===== config.mk =====
export PLATFORM = sky130hd
export DESIGN_NAME = acc_store_shift
export DESIGN_NICKNAME = d
export VERILOG_FILES = /design/src/rtl/acc_store_pkg.sv /design/src/rtl/store_window.sv /design/src/rtl/store_stage.sv /design/src/rtl/acc_store_shift.sv
export SDC_FILE = /design/constraint.sdc
export NUM_CORES = 1
export LEC_CHECK = 0
export ABC_AREA = 0
export BUFFER_PORTS_ARGS = -buffer_cell sky130_fd_sc_hd__buf_2
export CAP_MARGIN = 20
export CORE_AREA = 2 2 64 66
export DETAILED_ROUTE_END_ITERATION = 16
export DIE_AREA = 0 0 66 68
export GPL_TIMING_DRIVEN = 0
export PLACE_DENSITY_LB_ADDON = 0.15
export SETUP_SLACK_MARGIN = 0.4
export SYNTH_ARGS = -nofsm -noshare
export SYNTH_HDL_FRONTEND = slang
export SYNTH_HIERARCHICAL = 1
export SYNTH_SLANG_ARGS = --single-unit

===== constraint.sdc =====
create_clock -name clk -period 0.8 [get_ports clk]
set_input_delay 0.24 -clock clk [delete_from_list [all_inputs] [get_ports clk]]
set_output_delay 0.24 -clock clk [all_outputs]
set_load 0.02 [all_outputs]

===== src/rtl/acc_store_pkg.sv =====
package acc_store_pkg;
    localparam int ACC_W   = 32;
    localparam int HALF_W  = ACC_W / 2;
    localparam int SHIFT_W = 3;

    typedef struct packed {
        logic              valid;
        logic [HALF_W-1:0] word;
    } store_out_t;
endpackage


===== src/rtl/store_window.sv =====
module store_window #(
    parameter int ACC_W   = 32,
    parameter int SHIFT_W = 3
) (
    input  logic [ACC_W-1:0]   acc,
    input  logic               hi_sel,
    input  logic [SHIFT_W-1:0] amt,
    output logic [ACC_W/2-1:0] shifted
);
    localparam int HW    = ACC_W / 2;
    localparam int NSHFT = 1 << SHIFT_W;

    logic [HW-1:0] hi_cand [NSHFT];
    logic [HW-1:0] lo_cand [NSHFT];
    logic [HW-1:0] lo_half;

    assign lo_half = acc[HW-1:0];

    // Each candidate is one fixed shift. The upper half is a window
    // that slides down into the lower half.
    for (genvar k = 0; k < NSHFT; k++) begin : g_cand
        assign hi_cand[k] = acc[ACC_W-1-k -: HW];
        assign lo_cand[k] = lo_half << k;
    end

    always_comb begin
        if (hi_sel) shifted = hi_cand[amt];
        else        shifted = lo_cand[amt];
    end

    initial begin
        a_shift_fits: assert (NSHFT <= HW)
            else $error("shift range exceeds half width");
    end
endmodule


===== src/rtl/store_stage.sv =====
module store_stage
    import acc_store_pkg::*;
(
    input  logic              clk,
    input  logic              rst_n,
    input  logic              stb,
    input  logic [HALF_W-1:0] word_in,
    output store_out_t        out_q
);
    store_out_t state_d, state_q;

    always_comb begin
        state_d       = state_q;
        state_d.valid = stb;
        if (stb) state_d.word = word_in;
    end

    always_ff @(posedge clk or negedge rst_n) begin
        if (!rst_n) state_q <= '0;
        else        state_q <= state_d;
    end

    assign out_q = state_q;

    p_pulse_after_strobe_r1: assert property (@(posedge clk) disable iff (!rst_n)
        stb |=> state_q.valid);
    p_no_pulse_idle_r2: assert property (@(posedge clk) disable iff (!rst_n)
        !stb |=> !state_q.valid);
    p_word_holds_idle_r2: assert property (@(posedge clk) disable iff (!rst_n)
        !stb |=> $stable(state_q.word));
endmodule


===== src/rtl/acc_store_shift.sv =====
module acc_store_shift
    import acc_store_pkg::*;
(
    input  logic               clk,
    input  logic               rst_n,
    input  logic [ACC_W-1:0]   acc_in,
    input  logic               sel_high,
    input  logic [SHIFT_W-1:0] shift_amt,
    input  logic               store_stb,
    output logic [HALF_W-1:0]  word_out,
    output logic               word_valid
);
    logic [HALF_W-1:0] shifted_w;
    store_out_t        stage_q;

    store_window #(.ACC_W(ACC_W), .SHIFT_W(SHIFT_W)) u_window (
        .acc     (acc_in),
        .hi_sel  (sel_high),
        .amt     (shift_amt),
        .shifted (shifted_w)
    );

    store_stage u_stage (
        .clk     (clk),
        .rst_n   (rst_n),
        .stb     (store_stb),
        .word_in (shifted_w),
        .out_q   (stage_q)
    );

    assign word_out   = stage_q.word;
    assign word_valid = stage_q.valid;

    p_unshifted_exact_r5: assert property (@(posedge clk) disable iff (!rst_n)
        (store_stb && shift_amt == '0) |=>
            word_out == (($past(sel_high)) ? $past(acc_in[ACC_W-1:HALF_W])
                                           : $past(acc_in[HALF_W-1:0])));
    p_low_zero_fill_r4: assert property (@(posedge clk) disable iff (!rst_n)
        (store_stb && !sel_high && shift_amt != '0) |=> !word_out[0]);
    p_high_fill_from_low_r3: assert property (@(posedge clk) disable iff (!rst_n)
        (store_stb && sel_high && shift_amt != '0) |=>
            word_out[0] == $past(acc_in[HALF_W - 32'(shift_amt)]));
endmodule


## After elaboration in Yosys (flattened, before gate mapping)

Cells that the tools add are included.

| operators by class | value |
|---|---|
| bitwise operators | 1 |
| $lt $le $gt $ge | 1 |
| mux-type cells | 7 |

Operators by type and width:

| operator | count |
|---|---|
| binary-select mux 16 bit (select 3 bit) | 2 |
| 2-to-1 mux 16 bit | 5 |
| greater-or-equal comparator 4 bit, second input constant | 1 |
| NOT 3 -> 4 bit | 1 |

| storage, ports and cells | value |
|---|---|
| register bits | 17 |
| bits of input ports | 39 |
| word-level logic and storage cells | 11 |

## Depth between registers and ports, before layout

| logic depth | value |
|---|---|
| depth after elaboration | 5 |
| depth in mapped cells | 7 |
| mapped depth without buffers | 5 |

## Hierarchy

Netlist, hierarchy kept.

By module, submodules not included:

| module | times used | cells an instance | area each (um^2) |
|---|---|---|---|
| store_window | 1 | 101 | 909.6 |
| store_stage | 1 | 35 | 674.4 |

## Least setup slack after synthesis

No wires, ideal clock.

| path | value |
|---|---|
| path type | input port to flip-flop |
| start | input sel_high |
| end | register u_stage.state_q, in the netlist u_stage/out_q[15] |
| data required time | 0.675 ns |
| cell stages on the path | 5 |
| buffers on the path | 1 |
| arrival | 1.592 ns |
| path slack | -0.916 ns |
| cell sequence | buf_6 -> mux4_2 -> mux2_2 -> mux2_2 -> mux2_2 |

| on the way | value |
|---|---|
| word-level cells in the longest chain between the ends | 1 |

RTL lines:

| what | line | RTL |
|---|---|---|
| from (decl) | acc_store_shift.sv:7 | `input logic sel_high,` |
| 2-to-1 mux 16 bit | store_window.sv:27 | `if (hi_sel) shifted = hi_cand[amt];` |
| via shifted_w[15] | acc_store_shift.sv:13 | `logic [HALF_W-1:0] shifted_w;` |
| to (signal assigned) | store_stage.sv:20 | `else state_q <= state_d;` |
| to (decl) | store_stage.sv:10 | `store_out_t state_d, state_q;` |

The timed path passes the listed nets, and every way through them passes these cells.
A chain may end at the register's enable or synchronous reset.

## Worst setup path after layout

Ends and elaborated chain as after synthesis.

==> run metrics <==
worst r2r dst u_stage/out_q[14]$_DFFE_PN0P_; Synth Register Bits 17; DR vias 1447; core area 3860 µm²; Logic pwr share 50.8%; Power per Cell Area 1460 nW/µm²; die height 68 µm; status finished with violations; Sink Count 17; DR vias/cell 5.54; Clk pin slew, worst setup/hold paths 60 ps; largest family of logic cells by synthesized area multiplexers; EDFF count, synth 0; post-route cell area 2440 µm²; Post-Syn Instances 136; area of placed instances 1990 µm²; Yosys cell types 26; nets@finish 251; non-filler cells, final 261; top_reg_cell synth dfrtp_1; Worst-Margin Slew 414 ps; commonest cells after routing, fill and taps aside buf_2, buf_6, mux2_4, mux2i_1, dfrtp_2; share of layout cells above drive strength 1 72.5%; fin worst setup slack -728 ps; routed wire length per instance 17.2 µm; routability cong. 0.816; sw frac 32.0%; largest area contributor in the netlist dfrtp_1; antenna violations before repair 0; Final Hold Vio Count 17; share of the synthesized area in the top cell type 26.9%; Leak 1.13 nW; Synth Area in Simple Gates 6.56%; Startpoint Class input port; Min-Delay Path Class input port to async pin; RSZ-0062 raised after global routing yes; initial core utilization 41.1%; DIE WIDTH 66 µm; vias in the first global route 1567; net switching power 1.14 mW; XOR/XNOR Fraction of Synth Area 0%; Root Buffer clkbuf_8; Global Route Usage Sum 21.7%; H-tree levels 1; first-pass GRT wire length 7500 µm; fin crit share 191%; CTS tree yes; maximum clock frequency 654 MHz; CTS max path bufs 2; clk_skew 0 ps; Compound-Gate Fraction of Synth Area 7.90%; count of final setup violators 33; std cell rows 23; CP Capture Type flop; sequential area share after synthesis 26.9%; Post-Syn Area 1580 µm²; MaxCap Viol Count 0; I/O Buffers 53; CP max FO 7; final wirelength 4490 µm; worst hold margin -96.5 ps; Synth async-reset ratio 100%; reg2reg path depth 2; Diodes inserted 0; Detailed Place HPWL 3340 µm; Initial DRC Count 57; internal power 2.43 mW; failing checks hold timing, setup timing; full die area 4490 µm²; post-synthesis adder-cell area fraction 0%; I/O Pins 56; Skew-Pair Late Insertion Delay 250 ps; DRT antenna net count 0; Critical R2R Launch u_stage/out_q[14]$_DFFE_PN0P_; worst reg2reg setup slack -110 ps; Max-Slew Margin vs Limit 72.4%; total CTS buffers 3; Clock power frac 17.6%; GRT overflow 0; WP data required 930 ps; Layout area overhead 54.1%; TritonRoute pass-1 iters 4; VDD IR-drop max 1.06 mV; synthesized area per cell 11.6 µm²; post-synthesis mux area share 52.3%; final slew viol count 0; most common cell after layout, fill and taps aside buf_2; Largest register FFs 17; Net Count, Synth 175; largest net degree at the start of global routing 18; Tmin final 1530 ps; WP data arrival 1660 ps; WS Path Type input port to flop; placed insts 239; DR DRC count 0; Synthesis Warnings 6; top cells by area, synth dfrtp_1, mux2i_1, mux2_2; Reg power frac 31.6%
through the flow:
| stage | setup slack (ps) | utilization (%) | TNS [ps] | total power [mW] |
|---|---|---|---|---|
| floorplan | -907 | - | -12360 | 2.03 |
| global placement | -1080 | 51.5 | -15720 | 2.42 |
| detailed placement | -1090 | 51.5 | -15980 | 2.44 |
| CTS | -720 | 62.2 | -14370 | 3.55 |
| global route | -736 | 63.3 | -15690 | 3.79 |
| finish | -728 | 63.3 | -14510 | 3.57 |
layer usage:
metal	wire length, µm	track usage (%)	share of wire (%)	up-vias
met5	0	0	0	-
met3	236	5.43	5.3	10
met4	88	5.87	2.0	0
met1	1860	27.0	41	703
li1	-	-	-	678
met2	2300	37.8	51	56
worst max-delay path by stage:
stage                             from                             to  slack (ps)  cells after the start
after floorplan               sel_high  u_stage/out_q[15]$_DFFE_PN0P_        -910                      5
after global placement    shift_amt[1]  u_stage/out_q[12]$_DFFE_PN0P_       -1080                      8
after detailed placement  shift_amt[1]  u_stage/out_q[12]$_DFFE_PN0P_       -1090                      8
after CTS                     sel_high  u_stage/out_q[15]$_DFFE_PN0P_        -720                      5
after global routing      shift_amt[1]   u_stage/out_q[3]$_DFFE_PN0P_        -740                      9
final                         sel_high  u_stage/out_q[15]$_DFFE_PN0P_        -730                      5
worst max-delay path: stages:
cell    delay, ps
buf_12        110
mux4_2        490
mux2_4        300
mux2_2        260
mux2_4        260
layout make-up:
class | instances | area, µm²
timing repair buffer | 71 | 582
clock buffer | 3 | 41.3
clock inverter | 1 | 5.00
tap | 50 | 62.6
multi-input combinational | 105 | 1140
inverter | 2 | 7.51
buffer | 12 | 159
sequential | 17 | 444
fill | 329 | 1420
cells in the mapped netlist (3+ instances only):
| library cell | instances |
|---|---|
| nor2_1 | 11 |
| mux2_4 | 10 |
| mux4_2 | 6 |
| o221ai_1 | 3 |
| buf_4 | 4 |
| o22ai_1 | 3 |
| nor3_1 | 3 |
| a21oi_1 | 8 |
| mux2i_1 | 22 |
| mux4_1 | 5 |
| dfrtp_1 | 17 |
| nand2_1 | 6 |
| o21ai_0 | 5 |
| mux2_2 | 17 |
power by group through the flow:
stage	logic, mW	registers [mW]	clock network [mW]
2_1_floorplan	0.729	1.30	0
3_3_place_gp	1.31	1.11	0
3_5_place_dp	1.33	1.11	0
4_1_cts	1.76	1.13	0.657
5_1_grt	1.93	1.15	0.707
6_report	1.82	1.13	0.629
cells by family (layout without fill, tap and decap cells):
| group | count (synthesis) | in the layout |
|---|---|---|
| DFF | 17 | 17 |
| AOI/OAI and AO/OA | 21 | 21 |
| and+or+nand+nor | 24 | 24 |
| buffers and inverters | 14 | 89 |
| muxes | 60 | 60 |
what timing repair did:
action | 4_1_cts | 5_1_grt
endpoints found under the hold margin | 17 | 17
pin swaps | 8 | 5
endpoints found under the setup margin | 33 | 33
resized for setup | 61 | 13
buffers inserted | 16 | 0
gates cloned | 2 | 0
Power figures use the tool's default switching activity.
